**src/rtl/lis_pkg.sv**
```systemverilog
package lis_pkg;
  localparam int FRAC_BITS = 4;
  // Blank-end preload: -1.5 cycles in Q4
  localparam int BLANK_PRELOAD_Q4 = -24;

  typedef logic signed [31:0] q4_t;

  // base + (lines_m1 + 1) * line_q4, all in Q4
  function automatic q4_t period_add(input q4_t base, input int unsigned lines_m1,
                                     input int unsigned line_q4);
    period_add = base + q4_t'((lines_m1 + 32'd1) * line_q4);
  endfunction

  // Whole-cycle part of a Q4 value
  function automatic q4_t whole_part(input q4_t v);
    whole_part = v >>> FRAC_BITS;
  endfunction
endpackage

```
**src/rtl/lis_ctrl.sv**
```systemverilog
module lis_ctrl (
  input  logic vblank_end,
  input  logic hint_in_vblank,
  input  logic vblank,
  input  logic armed,
  input  logic expire,
  output logic preload,
  output logic sched,
  output logic stop
);
  logic idle_start;
  logic suppress;

  always_comb begin
    preload    = vblank_end & ~hint_in_vblank;
    idle_start = vblank_end & hint_in_vblank & ~armed;
    suppress   = ~hint_in_vblank & vblank;
    sched      = preload | idle_start | (expire & ~suppress);
    stop       = expire & ~sched;
  end
endmodule

```
**src/rtl/lis_accum.sv**
```systemverilog
module lis_accum import lis_pkg::*; #(
  parameter int LINE_W  = 8,
  parameter int LINE_Q4 = 7816,
  parameter int CNT_W   = 17
) (
  input  logic              clk,
  input  logic              rst_n,
  input  logic              sched,
  input  logic              preload,
  input  logic [LINE_W-1:0] line_cfg,
  output logic [CNT_W-1:0]  delay
);
  logic [FRAC_BITS-1:0] frac_q;
  q4_t                  base;
  q4_t                  sum;

  always_comb begin
    base  = preload ? q4_t'(BLANK_PRELOAD_Q4) : q4_t'(frac_q);
    sum   = period_add(base, 32'(line_cfg), LINE_Q4);
    delay = CNT_W'(whole_part(sum));
  end

  always_ff @(posedge clk or negedge rst_n) begin
    if (!rst_n)     frac_q <= '0;
    else if (sched) frac_q <= sum[FRAC_BITS-1:0];
  end
endmodule

```
**src/rtl/lis_counter.sv**
```systemverilog
module lis_counter #(
  parameter int CNT_W = 17
) (
  input  logic             clk,
  input  logic             rst_n,
  input  logic             tick,
  input  logic             sched,
  input  logic             stop,
  input  logic [CNT_W-1:0] load,
  output logic [CNT_W-1:0] cnt,
  output logic             armed,
  output logic             expire
);
  localparam logic [CNT_W-1:0] ONE = CNT_W'(1);

  assign expire = tick & armed & (cnt == ONE);

  always_ff @(posedge clk or negedge rst_n) begin
    if (!rst_n) begin
      cnt   <= '0;
      armed <= 1'b0;
    end else if (sched) begin
      cnt   <= load;
      armed <= 1'b1;
    end else if (stop) begin
      cnt   <= '0;
      armed <= 1'b0;
    end else if (tick && armed) begin
      cnt   <= cnt - ONE;
    end
  end
endmodule

```
**src/rtl/line_irq_sched.sv**
```systemverilog
module line_irq_sched #(
  parameter int LINE_W  = 8,
  parameter int LINE_Q4 = 7816,
  localparam int CNT_W  = $clog2(((((2 ** LINE_W) * LINE_Q4)) >> 4) + 2)
) (
  input  logic              clk,
  input  logic              rst_n,
  input  logic [LINE_W-1:0] line_cfg,
  input  logic              vblank_end,
  input  logic              hint_in_vblank,
  input  logic              vblank,
  input  logic              tick,
  output logic              irq,
  output logic [CNT_W-1:0]  countdown
);
  logic             preload;
  logic             sched;
  logic             stop;
  logic             armed;
  logic             expire;
  logic [CNT_W-1:0] delay;

  lis_ctrl u_ctrl (
    .vblank_end     (vblank_end),
    .hint_in_vblank (hint_in_vblank),
    .vblank         (vblank),
    .armed          (armed),
    .expire         (expire),
    .preload        (preload),
    .sched          (sched),
    .stop           (stop)
  );

  lis_accum #(.LINE_W(LINE_W), .LINE_Q4(LINE_Q4), .CNT_W(CNT_W)) u_accum (
    .clk      (clk),
    .rst_n    (rst_n),
    .sched    (sched),
    .preload  (preload),
    .line_cfg (line_cfg),
    .delay    (delay)
  );

  lis_counter #(.CNT_W(CNT_W)) u_cnt (
    .clk    (clk),
    .rst_n  (rst_n),
    .tick   (tick),
    .sched  (sched),
    .stop   (stop),
    .load   (delay),
    .cnt    (countdown),
    .armed  (armed),
    .expire (expire)
  );

  always_ff @(posedge clk or negedge rst_n) begin
    if (!rst_n) irq <= 1'b0;
    else        irq <= expire;
  end
endmodule

```
**config.mk**
```make
export PLATFORM = sky130hd
export DESIGN_NAME = line_irq_sched
export DESIGN_NICKNAME = d
export VERILOG_FILES = /design/src/rtl/lis_pkg.sv /design/src/rtl/lis_ctrl.sv /design/src/rtl/lis_accum.sv /design/src/rtl/lis_counter.sv /design/src/rtl/line_irq_sched.sv
export SDC_FILE = /design/constraint.sdc
export NUM_CORES = 1
export LEC_CHECK = 0
export ABC_CLOCK_PERIOD_IN_PS = 5200
export BUFFER_PORTS_ARGS = -buffer_cell sky130_fd_sc_hd__buf_4
export CORE_UTILIZATION = 35
export CTS_CLUSTER_SIZE = 10
export DETAILED_ROUTE_END_ITERATION = 8
export GPL_TIMING_DRIVEN = 0
export PLACE_DENSITY = 0.53
export REMOVE_ABC_BUFFERS = 1
export SETUP_SLACK_MARGIN = 0.15
export SYNTH_ARGS = -nofsm -noshare
export SYNTH_HDL_FRONTEND = slang
export SYNTH_SLANG_ARGS = --single-unit
```
**constraint.sdc**
```tcl
create_clock -name clk -period 5.2 [get_ports clk]
set_clock_uncertainty 0.15 [all_clocks]
set_input_delay 0.52 -clock clk [delete_from_list [all_inputs] [get_ports clk]]
set_output_delay 0.52 -clock clk [all_outputs]
set_load 0.05 [all_outputs]
```
== Yosys cells after proc, flatten, opt, wreduce, memory -nomap -nowiden ==
Cells that the tools add are included.
Storage, ports and cells
  output and inout bits: 18
  word-level logic and storage cells: 32
  register bits after elaboration: 23
Cells by class
  reduce and logical (&&, ||, !) cells: 3
  eq/ne operators: 1
  multiply operators: 1
  $add $sub $neg: 3
  bitwise logic cells: 14
  mux-type cells: 6
Operator list (count)
  $mux 17: 3
  $mul 32x10->18 const B: 1
  $add 21x21->21: 1
  $mux 21: 1
  $eq 17x1->1 const B: 1
  $sub 17x1->17 const B: 1
  $add 8x1->9 const B: 1
  $and 1x1->1: 8
  $not 1->1: 4
  $reduce_bool 3->1: 1
  $mux 1: 2
  $or 1x1->1: 2
  $reduce_bool 2->1: 1
  $logic_and 1x1->1: 1

== Longest topological paths before layout ==
Gate-level depths: netlist (run 1).
  depth after elaboration: 9
  depth in mapped cells: 26

== Hierarchy ==
Synthesis (run 1) repeated with hierarchy kept, for this count alone.
Second synthesis, totals
  cell total of the unflattened synthesis: 459
  area total of the unflattened synthesis: 3814.9 sq um
By module, submodules not included
  lis_accum: sequential area each 25.0 sq um, instances 1, cells each 317, area each 2590.0 sq um
  lis_counter: sequential area each 450.4 sq um, instances 1, cells each 135, area each 1153.6 sq um
  lis_ctrl: sequential area each 0.0 sq um, instances 1, cells each 6, area each 46.3 sq um
  line_irq_sched: sequential area each 25.0 sq um, instances 1, cells each 1, area each 25.0 sq um

== Worst setup path after synthesis (run 1) ==
OpenSTA, ideal clock, no wires.
  kind: input-to-reg
  start: in line_cfg[0]
  end: reg u_cnt.cnt[16]
  path slack: -1238 ps
  data arrival time: 6162 ps
  stages: 25
  path buffers: 1
  cell sequence: clkbuf_1 -> inv_1 -> ha_1 -> inv_1 -> ha_1 -> xnor2_1 -> ha_1 -> inv_1 -> fa_1 -> inv_1 -> fa_1 -> ha_1 -> nor2b_1 -> o21ai_0 -> a21boi_0 -> o21ai_0 -> a21oi_1 -> or2_2 -> xor2_1 -> ha_1 -> a21oi_1 -> o221ai_1 -> a221oi_1 -> xnor3_1 -> a221o_1
Between the ends
  word-level cells in the longest chain between the ends: 4
Ends and longest elaborated chain
  start: declaration: RTL line line_irq_sched.sv:8  | input logic [LINE_W-1:0] line_cfg,
  $add 8x1->9: RTL line lis_pkg.sv:11  | period_add = base + q4_t'((lines_m1 + 32'd1) * line_q4);
  $mul 32x10->18: RTL line lis_pkg.sv:11
  $add 21x21->21: RTL line lis_pkg.sv:11
  $mux 17: RTL line lis_counter.sv:22  | end else if (sched) begin
  end signal: assignment: RTL line lis_counter.sv:23  | cnt <= load;
  end signal: assignment: RTL line lis_counter.sv:29  | cnt <= cnt - ONE;
  end: declaration: RTL line lis_counter.sv:10  | output logic [CNT_W-1:0] cnt,
No other way between the ends.
A chain may end at the register's enable or synchronous reset.

== Worst setup path after layout (run 1) ==
  start: in line_cfg[1]
  end: reg u_cnt.cnt[16]
Same word-level chain as after synthesis.

==> results.sh, run 1 <==
export IMPL_ys_warn_count=0
export IMPL_setup_violations=3
export IMPL_cts_buffer_depth=2
export IMPL_antenna_found_initial=0
export IMPL_synth_edf_count=0
export IMPL_cts_tree="built"
export IMPL_rsz0062_at_grt="true"
export IMPL_violations="negative setup slack"
export IMPL_endpoint_kind="register"
export IMPL_seq_area_sq_um=500
export IMPL_n_antenna_cell=0
export IMPL_hpwl_um=6560
export IMPL_die_w_um=103
export IMPL_yosysUniqueCellTypes=55
export IMPL_fin_crit_sh=1.06
export IMPL_drive_above_1_share=0.276
export IMPL_netlist_area_sq_um=3540
export IMPL_postLayoutCellArea_sq_um=4720
export IMPL_die_area_sq_um=10500
export IMPL_critPathRequiredTime_ps=5190
export IMPL_synthArstFlopShare=1.00
export IMPL_nets=582
export IMPL_slew_headroom=0.336
export IMPL_nFillCells=924
export IMPL_yosysSeqAreaShare=0.141
export IMPL_fin_ws_ps=-292
export IMPL_arrival_ps=5480
export IMPL_initial_core_util=0.362
export IMPL_period_needed_ps=5490
export IMPL_grt_pass1_wl_um=14300
export IMPL_postSynthAreaPerCell_sq_um=8.22
export IMPL_path_max_fanout=5
export IMPL_wl_per_cell_um=14.3
export IMPL_grt_pass1_vias=3059
export IMPL_portBuffers=31
export IMPL_synth_top_area_cell="ha_1"
export IMPL_clk_latency_ps=250
export IMPL_h_tree_depth=1
export IMPL_root_buffer="clkbuf_8"
export IMPL_synth_top_area_frac=0.219
export IMPL_drt_first_pass_iters=6
export IMPL_drc=0
export IMPL_die_y_um=103
export IMPL_critPathLaunchType="primary input"
export IMPL_core_area_sq_um=9770
export IMPL_io_pins=32
export IMPL_area_growth_syn_to_layout_pct=33.3
export IMPL_grt_overflow_total=0
export IMPL_cts_inserted_buffers=3
export IMPL_gp_congestion=0.788
export IMPL_finalHoldViolations=0
export IMPL_grt_usage=0.171
export IMPL_synth_common_cells="62 x ha_1, 53 x inv_1, 33 x nor2_1"
export IMPL_critical_path_class="primary input to register"
export IMPL_tightest_slew_ps=991
export IMPL_netlist_instances=431
export IMPL_fmax_mhz=182
export IMPL_drtIter0Drc=85
export IMPL_yosys_register_bits=20
export IMPL_maxSlewViolCount=0
export IMPL_wirelength_um=8820
export IMPL_placedInstanceArea_sq_um=3890
export IMPL_hp_class="primary input to register"
export IMPL_via_count=3164
export IMPL_grt_max_degree=21
export IMPL_rows=36
export IMPL_multiInputGateArea_sq_um=3300
export IMPL_drt_vias_per_instance=5.12
export IMPL_synth_area_leaders="ha_1 22%, dfrtp_1 14%, fa_1 11%"
export IMPL_cts_sinks=20
export IMPL_synth_flop_cell="dfrtp_1"
export IMPL_yosysMostFrequentCell="ha_1"
export IMPL_drv_cap=0
export IMPL_status="complete, but fails checks"
export IMPL_path_clk_slew_ps=70
export IMPL_place_ws_ps=-1810
export IMPL_antenna_left=0
-- area by class of cell --
| cell class | count | area share |
|---|---|---|
| multi-input cells | 347 | 0.698 |
| repair buffers | 62 | 0.109 |
| flip-flops and latches | 20 | 0.106 |
| inverters | 53 | 0.0427 |
| well taps | 133 | 0.0353 |
| clock buffers | 3 | 0.00875 |
-- sequential cells by signal, indices dropped and copies added, names as in the netlist --
name            count
u_cnt.cnt          17
u_cnt.armed         1
irq                 1
u_accum.frac_q      1
-- placed cells by master (no fill, tap or decap), types with 6 or more instances in the layout --
master / synthesis / layout
buf_4: 1 / 53
nor3_1: 11 / 10
nor2b_1: 10 / 7
nand3_1: 11 / 7
a21oi_1: 26 / 21
ha_1: 62 / 46
o21ai_0: 25 / 18
a21o_1: 8 / 8
xor2_1: 14 / 8
nor2_1: 33 / 30
nand2_1: 29 / 28
inv_1: 53 / 48
ha_4: 0 / 15
o221ai_1: 7 / 6
dfrtp_1: 20 / 20
nor4_1: 7 / 7
buf_6: 0 / 6
o21ai_1: 8 / 10
xnor2_1: 20 / 16
fa_1: 19 / 19
-- path summary, 6_finish.rpt --
check                                  startpoint                 to  slack (ps)  depth (start not counted)
worst max-delay path                  line_cfg[1]      u_cnt.cnt[16]        -290                         25
worst min-delay path                       vblank        u_cnt.armed         300                          2
worst max register to register       u_cnt.cnt[9]      u_cnt.cnt[14]        2100                          7
worst min register to register  u_accum.frac_q[3]  u_accum.frac_q[3]         330                          2
max in group asynchronous                   rst_n       u_cnt.cnt[8]        4140                          2
min in group asynchronous                   rst_n      u_cnt.cnt[15]         540                          2
-- metrics by stage --
step / util / hold slack, ps / TNS (ps) / instances
after floorplan: - / 74.4 / -1460 / 420
final: 0.483 / 303 / -458 / 618
after global routing: 0.483 / 293 / -1080 / 618
after global placement: 0.398 / 274 / -6280 / 584
after detailed placement: 0.398 / 277 / -6370 / 584
after CTS: 0.471 / 296 / -465 / 615
-- routing by layer --
layer  global-route usage  vias up  wire length, um
li1                     -     1621                -
met1                0.227     1495             4170
met2                0.310       44             4430
met3              0.00746        4              176
met4               0.0330        0               42
met5                    0        -                0
-- logic make-up (layout without fill, tap and decap cells) --
kind of cell	count (synthesis)	count (layout)	share of synthesized area
simple gates	122	122	0.169
fa+ha+maj	81	81	0.326
buf+inv	64	118	0.0699
compound gates	107	107	0.197
xor+xnor	35	35	0.0904
flops	20	20	0.141
mux	2	2	0.00565
-- critical path, stage by stage --
cell and delay, ps:
buf_12 110, ha_4 180, xor2_4 160, ha_4 270
xnor2_4 140, ha_4 270, inv_2 30, fa_1 470
inv_1 50, fa_1 560, ha_4 230, nor2b_4 120
o21ai_2 150, a21boi_2 90, o21ai_2 170, a21oi_2 90
or2_4 260, o211ai_1 210, ha_1 290, o21ai_2 80
a21oi_2 60, nor2b_4 130, a221oi_2 230, xnor3_1 300
a221o_1 310
-- repair_timing --
action / in CTS / in global routing
cloned: 0 / 0
setup endpoints to repair: 7 / 7
pin swaps: 49 / 25
gates resized for setup: 81 / 16
hold endpoints to repair: 15 / 0
buffers inserted: 27 / 3
hold buffers: 1 / 0
Power of run 1 is left out: the tool's default activity adds up to more than one toggle a clock period on the data nets, which glitch-free logic cannot reach.
==> run 2, diff against run 1 <==
- CTS_BUF_LIST: default -> sky130_fd_sc_hd__clkbuf_16
==> run 2 against run 1 <==
Net effect: the flow finishes with violations (negative hold slack, negative setup slack); non-clock buffer count is the same; via count is 1.2% higher; cell count unchanged; utilization rose by 0.38 points; die area is the same; register-to-register slack worse by 20 ps; largest cell class unchanged; global-route usage barely moved; highest routed layer unchanged; critical endpoint unchanged; critical path type unchanged; count of clock-buffer cells in the layout did not move; sequential cell count did not move.
==> results.sh, run 2 (synthesis gave the netlist of run 1 again) <==
export IMPL_status="complete, but fails checks"
export IMPL_violations="negative hold slack, negative setup slack"
export IMPL_wirelength_um=8880
export IMPL_rr_endpoint="u_cnt.cnt[14]"
export IMPL_area_growth_syn_to_layout_pct=34.3
export IMPL_drt_first_pass_iters=4
export IMPL_grt_max_degree=21
export IMPL_clk_latency_ps=250
export IMPL_placedInstanceArea_sq_um=3890
export IMPL_drv_cap=0
export IMPL_maxSlewViolCount=0
export IMPL_via_count=3201
export IMPL_arrival_ps=5500
export IMPL_postLayoutCellArea_sq_um=4760
export IMPL_rsz0062_at_grt="true"
export IMPL_rrSetupSlack_ps=2080
export IMPL_final_core_util=0.487
export IMPL_critPathRequiredTime_ps=5180
export IMPL_die_y_um=103
export IMPL_final_common_cell="buf_4"
export IMPL_grt_overflow_total=0
export IMPL_core_area_sq_um=9770
export IMPL_finalHoldViolations=4
export IMPL_cp_num_cells=25
export IMPL_hp_class="primary input to async pin"
export IMPL_cts_tree="built"
export IMPL_cts_hold_buf=0
export IMPL_grt_usage=0.172
export IMPL_antenna_found_initial=0
export IMPL_hold_ws_ps=-0.887
export IMPL_critPathMostFrequentCell="ha_4"
export IMPL_portBuffers=31
export IMPL_cp_num_buf_inv=3
export IMPL_max_stage_delay_ps=560
export IMPL_critPathLaunchType="primary input"
export IMPL_cp_slowest_cell="fa_1"
export IMPL_fin_crit_sh=1.06
export IMPL_slew_headroom=0.353
export IMPL_crit_end="u_cnt.cnt[16]"
export IMPL_tns_ps=-521
export IMPL_drtIter0Drc=86
export IMPL_drive_above_1_share=0.282
export IMPL_setup_violations=3
export IMPL_cts_inserted_buffers=3
export IMPL_path_max_fanout=5
export IMPL_nets=582
export IMPL_antenna_left=0
export IMPL_regMostFlops="u_cnt.cnt"
export IMPL_root_buffer="clkbuf_16"
export IMPL_r2r_start="u_cnt.cnt[9]"
export IMPL_gp_congestion=0.788
export IMPL_wl_per_cell_um=14.4
export IMPL_drt_vias_per_instance=5.18
export IMPL_h_tree_depth=1
export IMPL_critical_path_top_delay_family="adder cells"
export IMPL_cts_buffer_depth=2
export IMPL_fmax_mhz=181
export IMPL_critical_path_class="primary input to register"
export IMPL_largest_reg_flops=17
export IMPL_mostFrequentLayoutCells="54 x buf_4, 48 x inv_1, 45 x ha_1"
export IMPL_die_w_um=103
export IMPL_fin_ws_ps=-318
export IMPL_drc=0
export IMPL_r2r_worst_path_cells=7
export IMPL_cts_sinks=20
export IMPL_rows=36
export IMPL_endpoint_kind="register"
export IMPL_io_pins=32
export IMPL_die_area_sq_um=10500
export IMPL_tightest_slew_ps=967
export IMPL_hpwl_um=6560
export IMPL_path_clk_slew_ps=50
export IMPL_n_antenna_cell=0
export IMPL_grt_pass1_vias=3054
export IMPL_initial_core_util=0.362
export IMPL_crit_path_start="line_cfg[1]"
export IMPL_period_needed_ps=5520
export IMPL_grt_pass1_wl_um=14300
==> run 2: cell type report <==
| class | count | area (sq um) |
|---|---|---|
| Fill cell | 920 | 5020 |
| Clock buffer | 3 | 75.1 |
| Sequential cell | 20 | 500 |
| Multi-Input combinational cell | 347 | 3300 |
| Timing Repair Buffer | 62 | 513 |
| Inverter | 53 | 201 |
| Tap cell | 133 | 166 |
==> run 2: worst min-delay path by stage <==
stage | startpoint | end | depth (start not counted) | slack, ps
after global placement | rst_n | u_cnt.cnt[15] | 1 | 270
after detailed placement | rst_n | u_cnt.cnt[15] | 1 | 280
after CTS | rst_n | u_cnt.armed | 1 | 10
after floorplan | rst_n | irq | 0 | 70
final | rst_n | u_cnt.cnt[15] | 1 | -0.9
after global routing | rst_n | u_cnt.cnt[15] | 1 | 20
==> run 2: through the flow <==
stage	hold slack [ps]	worst slack [ps]	cells
6_report	-0.887	-318	618
3_5_place_dp	277	-1810	584
3_3_place_gp	274	-1790	584
5_1_grt	16.3	-511	618
2_1_floorplan	74.4	-987	420
4_1_cts	10.4	-360	614
==> run 2: what timing repair did <==
action,4_1_cts,5_1_grt
pin swaps,49,25
resized for setup,81,18
buffers inserted,27,4
cloned,0,0
setup endpoints to repair,8,7
==> run 2: metal layers <==
metal	vias up	part of all wire	track usage
met1	1509	0.45	0.228
met2	70	0.51	0.308
met3	4	0.036	0.00949
li1	1618	-	-
met5	-	0	0
met4	0	0.0046	0.0330
Power of run 2 is left out for the same reason.
